--- src/rtl/mosi_line_pkg.sv ---
`timescale 1ns/1ps
package mosi_line_pkg;
  typedef enum logic [3:0] {
    ST_I, ST_S, ST_O, ST_M, ST_MI, ST_OI, ST_IS, ST_ISI,
    ST_IM, ST_IMI, ST_IMO, ST_IMOI, ST_OM
  } lineState_e;

  localparam logic [1:0] OP_LOAD  = 2'd0;
  localparam logic [1:0] OP_FETCH = 2'd1;
  localparam logic [1:0] OP_STORE = 2'd2;
  localparam logic [1:0] OP_REPL  = 2'd3;

  localparam logic [1:0] FWD_READ  = 2'd0;
  localparam logic [1:0] FWD_WRITE = 2'd1;
  localparam logic [1:0] FWD_INV   = 2'd2;
  localparam logic [1:0] FWD_WBACK = 2'd3;

  localparam logic [1:0] REQ_READ  = 2'd0;
  localparam logic [1:0] REQ_WRITE = 2'd1;
  localparam logic [1:0] REQ_WBACK = 2'd2;

  localparam logic [1:0] PERM_INV  = 2'd0;
  localparam logic [1:0] PERM_RO   = 2'd1;
  localparam logic [1:0] PERM_RW   = 2'd2;
  localparam logic [1:0] PERM_BUSY = 2'd3;

  typedef struct packed {
    logic writeLine;
    logic copyToBuf;
    logic openTxn;
    logic addAcks;
    logic decAck;
    logic addSharer;
    logic recordGx;
    logic sharersSent;
    logic doneLoad;
    logic doneStore;
    logic setErr;
  } dpStrobe_t;
endpackage

--- src/rtl/mosi_line_dp.sv ---
`timescale 1ns/1ps
module mosi_line_dp
  import mosi_line_pkg::*;
#(
  parameter int DATA_W = 16,
  parameter int ACK_W  = 4,
  parameter int NODES  = 4,
  localparam int ID_W  = $clog2(NODES),
  localparam int CNT_W = ACK_W + 1
) (
  input  logic                    clk,
  input  logic                    rstN,
  input  dpStrobe_t               stb,
  input  logic                    cpuPrefetch,
  input  logic [ID_W-1:0]         fwdSrc,
  input  logic [ACK_W-1:0]        fwdAcks,
  input  logic [ACK_W-1:0]        rspAcks,
  input  logic [DATA_W-1:0]       rspData,
  output logic [DATA_W-1:0]       lineData,
  output logic [DATA_W-1:0]       bufData,
  output logic signed [CNT_W-1:0] pendAcks,
  output logic                    txnPrefetch,
  output logic [NODES-1:0]        sharers,
  output logic [NODES-1:0]        gxDest,
  output logic [ACK_W-1:0]        gxAcks,
  output logic                    sharersDone,
  output logic                    doneValid,
  output logic                    doneIsStore,
  output logic                    errFlag
);
  logic [NODES-1:0] srcMask;
  assign srcMask = NODES'(1) << fwdSrc;

  always_ff @(posedge clk) begin
    if (!rstN) begin
      lineData    <= '0;
      bufData     <= '0;
      pendAcks    <= '0;
      txnPrefetch <= 1'b0;
      sharers     <= '0;
      gxDest      <= '0;
      gxAcks      <= '0;
      sharersDone <= 1'b0;
      doneValid   <= 1'b0;
      doneIsStore <= 1'b0;
      errFlag     <= 1'b0;
    end else begin
      if (stb.writeLine) lineData <= rspData;
      if (stb.copyToBuf) bufData <= lineData;
      if (stb.openTxn) begin
        pendAcks    <= '0;
        sharers     <= '0;
        txnPrefetch <= cpuPrefetch;
        sharersDone <= 1'b0;
      end
      if (stb.addAcks) pendAcks <= pendAcks + $signed({1'b0, rspAcks});
      if (stb.decAck)  pendAcks <= pendAcks - $signed(CNT_W'(1));
      if (stb.addSharer) sharers <= sharers | srcMask;
      if (stb.recordGx) begin
        gxDest <= srcMask;
        gxAcks <= fwdAcks;
      end
      if (stb.sharersSent) sharersDone <= 1'b1;
      if (stb.setErr) errFlag <= 1'b1;
      doneValid   <= stb.doneLoad | stb.doneStore;
      doneIsStore <= stb.doneStore;
    end
  end

  a_r11_err_sticky: assert property (@(posedge clk) disable iff (!rstN)
    errFlag |=> errFlag);
  a_r3_ack_update_exclusive: assert property (@(posedge clk) disable iff (!rstN)
    !(stb.addAcks && stb.decAck));
  a_r8_sharer_not_during_open: assert property (@(posedge clk) disable iff (!rstN)
    !(stb.openTxn && stb.addSharer));
endmodule

--- src/rtl/mosi_line_ctl.sv ---
`timescale 1ns/1ps
module mosi_line_ctl
  import mosi_line_pkg::*;
#(
  parameter int DATA_W = 16,
  parameter int ACK_W  = 4,
  parameter int NODES  = 4,
  localparam int ID_W  = $clog2(NODES),
  localparam int CNT_W = ACK_W + 1
) (
  input  logic                    clk,
  input  logic                    rstN,
  input  logic                    cpuValid,
  output logic                    cpuReady,
  input  logic [1:0]              cpuOp,
  input  logic                    cpuPrefetch,
  input  logic                    fwdValid,
  output logic                    fwdReady,
  input  logic [2:0]              fwdKind,
  input  logic [ID_W-1:0]         fwdSrc,
  input  logic [ACK_W-1:0]        fwdAcks,
  input  logic                    rspValid,
  output logic                    rspReady,
  input  logic                    rspIsData,
  input  logic [ACK_W-1:0]        rspAcks,
  input  logic [DATA_W-1:0]       rspData,
  output logic                    reqValid,
  input  logic                    reqReady,
  output logic [1:0]              reqKind,
  output logic [DATA_W-1:0]       reqData,
  output logic                    outValid,
  input  logic                    outReady,
  output logic                    outIsData,
  output logic [NODES-1:0]        outDest,
  output logic [ACK_W-1:0]        outAcks,
  output logic [DATA_W-1:0]       outData,
  output logic [1:0]              perm,
  output dpStrobe_t               stb,
  input  logic [DATA_W-1:0]       lineData,
  input  logic [DATA_W-1:0]       bufData,
  input  logic signed [CNT_W-1:0] pendAcks,
  input  logic                    txnPrefetch,
  input  logic [NODES-1:0]        sharers,
  input  logic [NODES-1:0]        gxDest,
  input  logic [ACK_W-1:0]        gxAcks,
  input  logic                    sharersDone
);
  lineState_e state, nextState;
  logic signed [CNT_W-1:0] sum;
  logic finish, toSharers, isLoad;
  logic fSend, fTake, fIsData, cSend, cTake, cOpen, cCopy, cLoadHit, cStoreHit;
  logic [DATA_W-1:0] fData;
  logic [1:0] cKind;
  lineState_e fNext, cNext;

  assign sum    = pendAcks + $signed({1'b0, rspAcks});
  assign isLoad = !cpuOp[1];

  always_comb begin
    nextState = state;  stb = '0;
    cpuReady = 1'b0;  fwdReady = 1'b0;  rspReady = 1'b0;
    reqValid = 1'b0;  reqKind = REQ_READ;  reqData = lineData;
    outValid = 1'b0;  outIsData = 1'b1;  outDest = NODES'(1) << fwdSrc;
    outAcks = fwdAcks;  outData = lineData;
    finish = 1'b0;  toSharers = 1'b0;
    fSend = 1'b0;  fTake = 1'b0;  fIsData = 1'b1;  fData = lineData;  fNext = state;
    cSend = 1'b0;  cTake = 1'b0;  cOpen = 1'b0;  cCopy = 1'b0;
    cLoadHit = 1'b0;  cStoreHit = 1'b0;  cKind = REQ_READ;  cNext = state;
    if (rspValid) begin
      finish = rspIsData ? (rspAcks == '0 || sum == '0) : (pendAcks == $signed(CNT_W'(1)));
      case (state)
        ST_IS, ST_ISI: if (rspIsData) begin
          rspReady = 1'b1;  stb.writeLine = 1'b1;  stb.doneLoad = !txnPrefetch;
          nextState = (state == ST_IS) ? ST_S : ST_I;
        end
        ST_OM: if (!rspIsData) begin
          rspReady = 1'b1;  stb.decAck = 1'b1;
        end
        ST_IM, ST_IMO, ST_IMI, ST_IMOI: begin
          if (!finish) begin
            rspReady = 1'b1;  stb.writeLine = rspIsData;
            stb.addAcks = rspIsData;  stb.decAck = !rspIsData;
          end else begin
            outData = rspIsData ? rspData : lineData;
            toSharers = (state == ST_IMO) || (state == ST_IMOI && !sharersDone);
            if (state == ST_IM) rspReady = 1'b1;
            else begin
              outValid = 1'b1;
              outDest  = toSharers ? sharers : gxDest;
              outAcks  = toSharers ? '0 : gxAcks;
              rspReady = outReady && !(state == ST_IMOI && !sharersDone);
              stb.sharersSent = outReady && state == ST_IMOI && !sharersDone;
            end
            if (rspReady) begin
              stb.writeLine = rspIsData;  stb.doneStore = !txnPrefetch;
              nextState = (state == ST_IM) ? ST_M : (state == ST_IMO) ? ST_O : ST_I;
            end
          end
        end
        default: ;
      endcase
    end else if (fwdValid) begin
      if (fwdKind[2]) begin
        fwdReady = 1'b1;  stb.setErr = 1'b1;
      end else begin
        case (fwdKind[1:0])
          FWD_READ: case (state)
            ST_M:         begin fSend = 1'b1; fNext = ST_O; end
            ST_O, ST_OM:  fSend = 1'b1;
            ST_MI, ST_OI: begin fSend = 1'b1; fData = bufData; end
            ST_IM, ST_IMO: begin fTake = 1'b1; stb.addSharer = 1'b1; fNext = ST_IMO; end
            default: ;
          endcase
          FWD_WRITE: case (state)
            ST_M, ST_O:   begin fSend = 1'b1; fNext = ST_I; end
            ST_OM:        begin fSend = 1'b1; fNext = ST_IM; end
            ST_MI, ST_OI: begin fSend = 1'b1; fData = bufData; end
            ST_IM:        begin fTake = 1'b1; stb.recordGx = 1'b1; fNext = ST_IMI; end
            ST_IMO:       begin fTake = 1'b1; stb.recordGx = 1'b1; fNext = ST_IMOI; end
            default: ;
          endcase
          FWD_INV: begin
            fIsData = 1'b0;
            case (state)
              ST_I, ST_ISI, ST_IM: fSend = 1'b1;
              ST_S:  begin fSend = 1'b1; fNext = ST_I; end
              ST_IS: begin fSend = 1'b1; fNext = ST_ISI; end
              default: ;
            endcase
          end
          default: if (state == ST_MI || state == ST_OI) begin
            fTake = 1'b1;  fNext = ST_I;
          end
        endcase
        if (fSend) begin
          outValid = 1'b1;  outIsData = fIsData;  outData = fData;
          outAcks = fIsData ? fwdAcks : '0;  fwdReady = outReady;
        end else fwdReady = fTake;
        if (fwdReady) nextState = fNext;
      end
    end else if (cpuValid) begin
      case (state)
        ST_I: if (cpuOp == OP_REPL) cTake = 1'b1;
              else begin
                cSend = 1'b1;  cOpen = 1'b1;
                cKind = isLoad ? REQ_READ : REQ_WRITE;
                cNext = isLoad ? ST_IS : ST_IM;
              end
        ST_S, ST_O: if (cpuOp == OP_REPL) begin
                if (state == ST_S) begin cTake = 1'b1; cNext = ST_I; end
                else begin cSend = 1'b1; cCopy = 1'b1; cKind = REQ_WBACK; cNext = ST_OI; end
              end else if (isLoad) begin
                cTake = 1'b1;  cLoadHit = !cpuPrefetch;
              end else begin
                cSend = 1'b1;  cOpen = 1'b1;  cKind = REQ_WRITE;
                cNext = (state == ST_S) ? ST_IM : ST_OM;
              end
        ST_M: if (cpuOp == OP_REPL) begin
                cSend = 1'b1;  cCopy = 1'b1;  cKind = REQ_WBACK;  cNext = ST_MI;
              end else begin
                cTake = 1'b1;
                cLoadHit  = isLoad && !cpuPrefetch;
                cStoreHit = !isLoad && !cpuPrefetch;
              end
        default: ;
      endcase
      if (cSend) begin
        reqValid = 1'b1;  reqKind = cKind;  cpuReady = reqReady;
      end else cpuReady = cTake;
      if (cpuReady) begin
        nextState = cNext;  stb.openTxn = cOpen;  stb.copyToBuf = cCopy;
        stb.doneLoad = cLoadHit;  stb.doneStore = cStoreHit;
      end
    end
  end

  always_comb begin
    case (state)
      ST_I, ST_MI, ST_OI: perm = PERM_INV;
      ST_S, ST_O:         perm = PERM_RO;
      ST_M:               perm = PERM_RW;
      default:            perm = PERM_BUSY;
    endcase
  end

  always_ff @(posedge clk) begin
    if (!rstN) state <= ST_I;
    else       state <= nextState;
  end

  a_r4_single_event: assert property (@(posedge clk) disable iff (!rstN)
    $countones({cpuValid && cpuReady, fwdValid && fwdReady, rspValid && rspReady}) <= 1);
  a_r4_busy_stalls_cpu: assert property (@(posedge clk) disable iff (!rstN)
    (perm == PERM_BUSY && cpuValid) |-> !cpuReady);
  a_r3_write_miss_not_writable: assert property (@(posedge clk) disable iff (!rstN)
    (reqValid && reqKind == REQ_WRITE) |-> perm != PERM_RW);
  a_r6_wback_invalidates: assert property (@(posedge clk) disable iff (!rstN)
    (reqValid && reqReady && reqKind == REQ_WBACK) |=> perm == PERM_INV);
endmodule

--- src/rtl/mosi_line_ctrl.sv ---
`timescale 1ns/1ps
module mosi_line_ctrl
  import mosi_line_pkg::*;
#(
  parameter int DATA_W = 16,
  parameter int ACK_W  = 4,
  parameter int NODES  = 4,
  localparam int ID_W  = $clog2(NODES),
  localparam int CNT_W = ACK_W + 1
) (
  input  logic              clk,
  input  logic              rstN,
  input  logic              cpuValid,
  output logic              cpuReady,
  input  logic [1:0]        cpuOp,
  input  logic              cpuPrefetch,
  input  logic              fwdValid,
  output logic              fwdReady,
  input  logic [2:0]        fwdKind,
  input  logic [ID_W-1:0]   fwdSrc,
  input  logic [ACK_W-1:0]  fwdAcks,
  input  logic              rspValid,
  output logic              rspReady,
  input  logic              rspIsData,
  input  logic [ACK_W-1:0]  rspAcks,
  input  logic [DATA_W-1:0] rspData,
  output logic              reqValid,
  input  logic              reqReady,
  output logic [1:0]        reqKind,
  output logic [DATA_W-1:0] reqData,
  output logic              outValid,
  input  logic              outReady,
  output logic              outIsData,
  output logic [NODES-1:0]  outDest,
  output logic [ACK_W-1:0]  outAcks,
  output logic [DATA_W-1:0] outData,
  output logic              doneValid,
  output logic              doneIsStore,
  output logic [DATA_W-1:0] doneData,
  output logic [1:0]        perm,
  output logic              errFlag
);
  dpStrobe_t               stb;
  logic [DATA_W-1:0]       lineData, bufData;
  logic signed [CNT_W-1:0] pendAcks;
  logic                    txnPrefetch, sharersDone;
  logic [NODES-1:0]        sharers, gxDest;
  logic [ACK_W-1:0]        gxAcks;

  assign doneData = lineData;

  mosi_line_ctl #(.DATA_W(DATA_W), .ACK_W(ACK_W), .NODES(NODES)) ctl (
    .clk, .rstN, .cpuValid, .cpuReady, .cpuOp, .cpuPrefetch,
    .fwdValid, .fwdReady, .fwdKind, .fwdSrc, .fwdAcks,
    .rspValid, .rspReady, .rspIsData, .rspAcks, .rspData,
    .reqValid, .reqReady, .reqKind, .reqData,
    .outValid, .outReady, .outIsData, .outDest, .outAcks, .outData,
    .perm, .stb, .lineData, .bufData, .pendAcks, .txnPrefetch,
    .sharers, .gxDest, .gxAcks, .sharersDone
  );

  mosi_line_dp #(.DATA_W(DATA_W), .ACK_W(ACK_W), .NODES(NODES)) dp (
    .clk, .rstN, .stb, .cpuPrefetch, .fwdSrc, .fwdAcks, .rspAcks, .rspData,
    .lineData, .bufData, .pendAcks, .txnPrefetch, .sharers, .gxDest, .gxAcks,
    .sharersDone, .doneValid, .doneIsStore, .errFlag
  );
endmodule

--- config.mk ---
export PLATFORM = sky130hd
export DESIGN_NAME = mosi_line_ctrl
export DESIGN_NICKNAME = d
export VERILOG_FILES = /design/src/rtl/mosi_line_pkg.sv /design/src/rtl/mosi_line_dp.sv /design/src/rtl/mosi_line_ctl.sv /design/src/rtl/mosi_line_ctrl.sv
export SDC_FILE = /design/constraint.sdc
export NUM_CORES = 1
export LEC_CHECK = 0
export ABC_CLOCK_PERIOD_IN_PS = 3700
export BUFFER_PORTS_ARGS = -buffer_cell sky130_fd_sc_hd__clkbuf_2
export CAP_MARGIN = 15
export CORE_ASPECT_RATIO = 0.75
export CORE_MARGIN = 2
export CORE_UTILIZATION = 48
export CTS_CLUSTER_SIZE = 40
export DETAILED_ROUTE_END_ITERATION = 16
export PLACE_DENSITY = 0.75
export RECOVER_POWER = 50
export SLEW_MARGIN = 20
export SYNTH_ARGS = -nofsm -noshare
export SYNTH_HDL_FRONTEND = slang
export SYNTH_SLANG_ARGS = --single-unit
--- constraint.sdc ---
create_clock -name clk -period 3.7 [get_ports clk]
set_input_delay 0.555 -clock clk [delete_from_list [all_inputs] [get_ports clk]]
set_output_delay 0.555 -clock clk [all_outputs]
set_load 0.1 [all_outputs]
After elaboration in Yosys (flattened, before gate mapping)

Index checks and enable logic that the tools add are counted.
W data, S select, Z words.

Word-level logic and storage cells: 257
Register bits: 58
Bits of input ports: 40

Reductions and logical operators: 36
Bitwise logic cells: 2
Mux-type cells: 175
Equal/unequal tests: 29
Add/sub/neg operators: 2
Shifts and indexed selects: 1

Operators by type and width:

| kind                 | count |
|---|---|
| $mux W16             | 9 |
| $mux W4              | 32 |
| $mux W1              | 89 |
| $mux W2              | 22 |
| $pmux W4 S2          | 3 |
| $pmux W4 S3          | 2 |
| $eq A4 B4 Y1 const B | 5 |
| $eq A4 B3 Y1 const B | 4 |
| $pmux W4 S4          | 1 |
| $reduce_and A16 Y1   | 1 |
| $mux W5              | 3 |
| $pmux W1 S2          | 7 |
| $pmux W2 S3          | 2 |
| $reduce_or A2 Y1     | 6 |
| $ne A5 B4 Y1 const B | 2 |
| $reduce_or A5 Y1     | 2 |
| $pmux W1 S3          | 3 |
| $reduce_bool A3 Y1   | 3 |
| $eq A4 B2 Y1 const B | 2 |
| $logic_not A4 Y1     | 2 |
| $ne A7 B5 Y1 const B | 1 |
| $logic_and A1 B1 Y1  | 6 |
| $logic_not A1 Y1     | 6 |
| $mux W3              | 2 |
| 23 further kinds     | 30 |

Depth between registers and ports, before layout

Depth in word-level cells: 18
Mapped depth: 9
Mapped depth without buffers: 8

Modules after synthesis

A second synthesis with hierarchy kept.

Cell total of the unflattened synthesis: 533
Area, all modules: 4289.1 µm²

Modules (own cells, without submodules):

| module        | instances | area each (µm²) | sequential area each (µm²) | cells each |
|---|---|---|---|---|
| mosi_line_dp  | 1         | 2169.6          | 1081.0                     | 222 |
| mosi_line_ctl | 1         | 2119.5          | 80.1                       | 311 |

Worst setup path before layout

Ideal clock, no wire load.

Kind: in2out
Start: in rspAcks[0]
End: out outAcks[0]
Slack: -1370 ps
Data required time: 3145 ps
Stages: 8
Arrival: 4515 ps
Cells stage by stage: ha_1 > fa_1 > xor2_1 > nor3_1 > o221ai_2 > a2111o_1 > clkbuf_1 > o21ai_0

Longest elaborated chain between the ends: 7
Elaborated cells on any way between the ends: 8
Classes of those cells: 1 x add/sub; 4 x mux; 3 x reduce/logical

Ends and longest elaborated chain:

| what                 | RTL line             | source |
|---|---|---|
| start: declaration   | mosi_line_ctrl.sv:25 | `input logic [ACK_W-1:0] rspAcks,` |
| $add A5 B5 Y5        | mosi_line_ctl.sv:56  | `assign sum = pendAcks + $signed({1'b0, rspAcks});` |
| $logic_not A5 Y1     | mosi_line_ctl.sv:70  | `finish = rspIsData ? (rspAcks == '0 \|\| sum == '0) : (pendAcks == $signed(CNT_W'(1)));` |
| $logic_or A1 B1 Y1 * | mosi_line_ctl.sv:70  |  |
| $mux W1 *            | mosi_line_ctl.sv:70  |  |
| $mux W4 *            | mosi_line_ctl.sv:80  | `if (!finish) begin` |
| $mux W4 *            | mosi_line_ctl.sv:71  | `case (state)` |
| $mux W4 *            | mosi_line_ctl.sv:69  | `if (rspValid) begin` |
| end: declaration     | mosi_line_ctrl.sv:35 | `output logic [ACK_W-1:0] outAcks,` |

Mark *: on every way between the ends. The rest lies on a longest branch, timed or not.

Final worst setup path

Start: reg dp.pendAcks[0]
End: out outAcks[3]

Longest elaborated chain between the ends: 7
Elaborated cells on any way between the ends: 8
Classes of those cells: 1 x add/sub; 1 x eq/ne; 4 x mux; 2 x reduce/logical

Ends and longest elaborated chain:

| what                     | RTL line            | source |
|---|---|---|
| start: declaration       | mosi_line_dp.sv:21  | `output logic signed [CNT_W-1:0] pendAcks,` |
| start signal: assignment | mosi_line_dp.sv:56  | `if (stb.addAcks) pendAcks <= pendAcks + $signed({1'b0, rspAcks});` |
| start signal: assignment | mosi_line_dp.sv:57  | `if (stb.decAck) pendAcks <= pendAcks - $signed(CNT_W'(1));` |
| $add A5 B5 Y5            | mosi_line_ctl.sv:56 |  |
| $logic_not A5 Y1         | mosi_line_ctl.sv:70 |  |
| $logic_or A1 B1 Y1       | mosi_line_ctl.sv:70 |  |
| $mux W1 *                | mosi_line_ctl.sv:70 |  |
| $mux W4 *                | mosi_line_ctl.sv:80 |  |
| $mux W4 *                | mosi_line_ctl.sv:71 |  |
| $mux W4 *                | mosi_line_ctl.sv:69 |  |

Marks and branches as above.

==> flow_metrics.py <==
metrics = {
    "clock_network": {
        "cts_tree": "done",
        "cts_root_buf": "sky130_fd_sc_hd__clkbuf_8",
        "clk-insertion-delay-late_ns": 0.34,
        "cts_inserted_buffers": 9,
        "worst_setup_hold_path_clk_slew_ns": 0.07,
        "cts_max_path_buffers": 2,
        "cts_num_sinks": 58,
        "clock_tree.htree_level_count": 3,
    },
    "critical_path": {
        "critPathTopFamily": "adder cells",
        "worstPathRequired_ns": 3.14,
        "timing.critical_path.fanout_max": 16,
        "timing.critical_path.buf_inv": 3,
        "critical_path.startpoint_type": "register",
        "critPathMaxStageDelay_ns": 0.43,
        "path_cells": "ha_1 -> fa_1 -> xor2_1 -> nor3_2 -> o221ai_2 -> buf_4 -> a2111o_1 -> buf_6 -> nand3_1 -> o21ai_4 -> buf_12",
        "path_class": "reg2out",
        "critPathSlowestCell": "sky130_fd_sc_hd__fa_1",
        "setup.reg_to_reg.worst_slack_ns": 0.78,
        "timing.critical_path.arrival_ns": 3.06,
        "worstSetupEndpointType": "primary output",
    },
    "grt": {
        "grt_util_all_layers_pct": 27.7,
        "grt_start_max_net_pins": 46,
        "grt_antenna_before_repair": 0,
        "met3_usage_pct": 5.52,
        "gr-max-usage-layer": "met2",
        "grt.met1_usage_pct": 36.1,
        "grt_use_met2_pct": 45.0,
        "grt_pass1_vias": 3750,
        "overflow": 0,
        "wire_length_of_the_first_global_routing_pass_mm": 18.7,
    },
    "placed_design": {
        "place_worst_setup_slack_ns": -0.0198,
        "port_buffers": 108,
        "replace_congestion": 0.918,
        "detailedPlacementHpwl_mm": 8.53,
    },
    "power_and_ir_drop": {
        "internal-power_mw": 1.11,
        "static-leakage-power_nw": 2.19,
        "cellPowerDensity_mw_per_mm2": 319,
        "p_seq_share_pct": 40.3,
        "combinationalPowerShare_pct": 18.0,
        "finalPower_mw": 1.57,
        "clock_power_share_pct": 41.7,
        "power_switching_share_pct": 29.7,
        "switching_power_uw": 467,
        "max-vdd-ir-drop_mv": 0.173,
    },
    "route": {
        "drc": 0,
        "dr.pass1.iters": 5,
        "avgViaCountPerCell": 6.05,
        "vias": 4075,
        "detail-route-antenna-nets": 0,
        "detail_route.wl_per_cell_um": 17.6,
        "drt-total-wl_mm": 11.9,
        "first_drt_iteration_drcs": 368,
    },
    "layout": {
        "drive_above_1_share_pct": 22.9,
        "antenna_cells": 0,
        "fillerInstances": 643,
        "layout.core_utilization_pct": 66.0,
        "design.final.nets": 615,
        "flow.area_growth_from_synthesis_pct": 31.0,
    },
    "synthesis": {
        "post_synth_design_cell_area_mm2": 0.00376,
        "postSynthNetCount": 531,
        "synthArstFlopShare_pct": 0,
        "synth_largest_type_area_fraction_pct": 30.8,
        "avgSynthCellArea_um2": 7.78,
        "synth.yosys.seq_area_share_pct": 30.8,
        "synthTopCellsByArea": "sky130_fd_sc_hd__dfxtp_1 (31%), sky130_fd_sc_hd__mux2i_1 (8.8%), sky130_fd_sc_hd__nor2_1 (5.4%)",
        "postSynthRegisterBits": 58,
        "post-synth-top-area-cell": "sky130_fd_sc_hd__dfxtp_1",
        "synth_top_flop_cell": "sky130_fd_sc_hd__dfxtp_1",
        "synth.yosys.warnings": 0,
        "synth-edff-count": 0,
        "postSynthCellCount": 484,
        "synthDistinctLibCells": 64,
    },
    "timing": {
        "timing.max_slew.rel_slack_pct": 8.67,
        "worst_slew_pin_slew_ns": 1.37,
        "fin_worst_skew_ns": 0.00649,
        "report.final.hold_viol_count": 0,
        "finalHoldWorstSlack_ns": 0.459,
        "least_setup_slack_across_all_paths_after_layout_ns": 0.0871,
        "finalSetupViolations": 0,
        "drv_slew": 0,
        "period_share_pct": 97.6,
        "final.min_clock_period_ns": 3.61,
        "fmax_mhz": 277,
    },
    "die": {
        "die_height_um": 80.7,
        "fp.coreArea_mm2": 0.00747,
        "initial_core_utilization_pct": 50.4,
        "full_die_area_mm2": 0.00858,
        "placementRows": 27,
        "die_x_um": 106,
        "ios": 109,
    },
    "outcome": {
        "run_status": "finished, final reports clean",
    },
    "flow_run": {
        "maxCapViolCount": 0,
    },
    "worst_hold_path": {
        "class_of_the_most_critical_hold_timing_path": "in2reg",
    },
}
[state kept, by name (all words and copies together) (netlist names)]
name,cells
ctl.state,4
dp.bufData,16
dp.doneIsStore,1
dp.doneValid,1
dp.errFlag,1
dp.gxAcks,4
dp.gxDest,4
dp.lineData,16
dp.pendAcks,5
dp.sharers,4
dp.sharersDone,1
dp.txnPrefetch,1
[worst paths after layout]
kind,from,to,cells after the start
setup / recovery,dp.pendAcks[0],outAcks[3],11
hold / removal,fwdAcks[0],dp.gxAcks[0],3
setup reg to reg,dp.pendAcks[0],dp.sharersDone,10
hold reg to reg,dp.bufData[11],dp.bufData[11],2
[kinds of logic (layout without fill, tap and decap cells)]
logic type | after synthesis | in the layout | synth area share (%)
compound gates | 137 | 137 | 25.1
xor+xnor | 3 | 3 | 0.698
fa+ha+maj | 7 | 7 | 2.53
buf+inv | 61 | 150 | 8.04
flops | 58 | 58 | 30.8
mux | 33 | 33 | 8.77
simple gates | 185 | 185 | 24.0
[what timing repair did]
action,4_1_cts,5_1_grt
hold buffers,0,0
pin swaps,0,0
resized for setup,2,2
setup endpoints to repair,17,8
gates cloned,0,0
buffers inserted,0,0
[Yosys cell counts, types with 7 or more instances]
master / number
sky130_fd_sc_hd__a21o_1: 16
sky130_fd_sc_hd__o21ai_0: 21
sky130_fd_sc_hd__nor2_1: 54
sky130_fd_sc_hd__nor3_1: 7
sky130_fd_sc_hd__a22o_1: 16
sky130_fd_sc_hd__nand2b_1: 7
sky130_fd_sc_hd__inv_1: 14
sky130_fd_sc_hd__nand2_1: 45
sky130_fd_sc_hd__buf_4: 18
sky130_fd_sc_hd__mux2i_1: 33
sky130_fd_sc_hd__dfxtp_1: 58
sky130_fd_sc_hd__clkbuf_1: 21
sky130_fd_sc_hd__nand3_1: 33
sky130_fd_sc_hd__a31oi_1: 7
sky130_fd_sc_hd__a21oi_1: 40
[power by group through the flow]
stage	clock (mW)	sequential [mW]	combinational, mW
CTS	0.658	0.634	0.282
floorplan	0	0.660	0.180
global route	0.692	0.634	0.298
finish	0.657	0.634	0.283
detailed placement	0	0.648	0.280
global placement	0	0.648	0.276
[through the flow]
step | TNS [ns] | instance area, um^2 | cells
2_1_floorplan | -0.732 | 3870 | 484
3_3_place_gp | 0 | 4760 | 658
3_5_place_dp | -0.113 | 4760 | 658
4_1_cts | 0 | 4990 | 674
5_1_grt | -0.0114 | 4930 | 674
6_report | 0 | 4930 | 674
[cell type report]
type,instances,area (um^2),area share (%)
Multi-Input combinational cell,365,2400,48.6
Sequential cell,58,1160,23.6
Timing Repair Buffer,119,970,19.7
Clock buffer,11,141,2.87
Tap cell,101,126,2.56
Clock inverter,5,77.6,1.57
Inverter,15,56.3,1.14
[worst min-delay path, stage by stage]
cell and delay [ns]:
sky130_fd_sc_hd__clkbuf_2 0.09, sky130_fd_sc_hd__mux2i_1 0.06, sky130_fd_sc_hd__nor2_1 0.07
[layout by cell type, fill, tap and decap left out, types with 3 or more instances in the layout]
| cell | netlist | final |
|---|---|---|
| sky130_fd_sc_hd__a21o_1 | 16 | 6 |
| sky130_fd_sc_hd__a21o_2 | 0 | 10 |
| sky130_fd_sc_hd__a21oi_1 | 40 | 40 |
| sky130_fd_sc_hd__a22o_1 | 16 | 16 |
| sky130_fd_sc_hd__a22oi_1 | 3 | 3 |
| sky130_fd_sc_hd__a31oi_1 | 7 | 7 |
| sky130_fd_sc_hd__and3_1 | 4 | 4 |
| sky130_fd_sc_hd__buf_12 | 0 | 26 |
| sky130_fd_sc_hd__buf_4 | 18 | 10 |
| sky130_fd_sc_hd__clkbuf_1 | 21 | 39 |
| sky130_fd_sc_hd__clkbuf_2 | 1 | 44 |
| sky130_fd_sc_hd__clkbuf_8 | 0 | 10 |
| sky130_fd_sc_hd__dfxtp_1 | 58 | 57 |
| sky130_fd_sc_hd__ha_1 | 6 | 6 |
| sky130_fd_sc_hd__inv_1 | 14 | 15 |
| sky130_fd_sc_hd__mux2i_1 | 33 | 33 |
| sky130_fd_sc_hd__nand2_1 | 45 | 45 |
| sky130_fd_sc_hd__nand2b_1 | 7 | 7 |
| sky130_fd_sc_hd__nand3_1 | 33 | 33 |
| sky130_fd_sc_hd__nand3b_1 | 3 | 3 |
| sky130_fd_sc_hd__nand4_1 | 4 | 4 |
| sky130_fd_sc_hd__nor2_1 | 54 | 54 |
| sky130_fd_sc_hd__nor2b_1 | 6 | 6 |
| sky130_fd_sc_hd__nor3_1 | 7 | 6 |
| sky130_fd_sc_hd__nor4b_1 | 3 | 3 |
| sky130_fd_sc_hd__o2111a_1 | 3 | 3 |
| sky130_fd_sc_hd__o21ai_0 | 21 | 14 |
| sky130_fd_sc_hd__o21ai_4 | 0 | 5 |
| sky130_fd_sc_hd__o31ai_1 | 2 | 3 |
| sky130_fd_sc_hd__or2_2 | 3 | 3 |
| sky130_fd_sc_hd__or3b_2 | 3 | 3 |
[metal layers]
layer  up-vias  wire length (um)  part of all wire (%)
met3        37              1070                   9.0
met1      1918              4940                    42
met2       206              5540                    47
li1       1914                 -                     -
met4         0               306                   2.6
met5         -                 0                     0
Power figures use the tool's default switching activity.
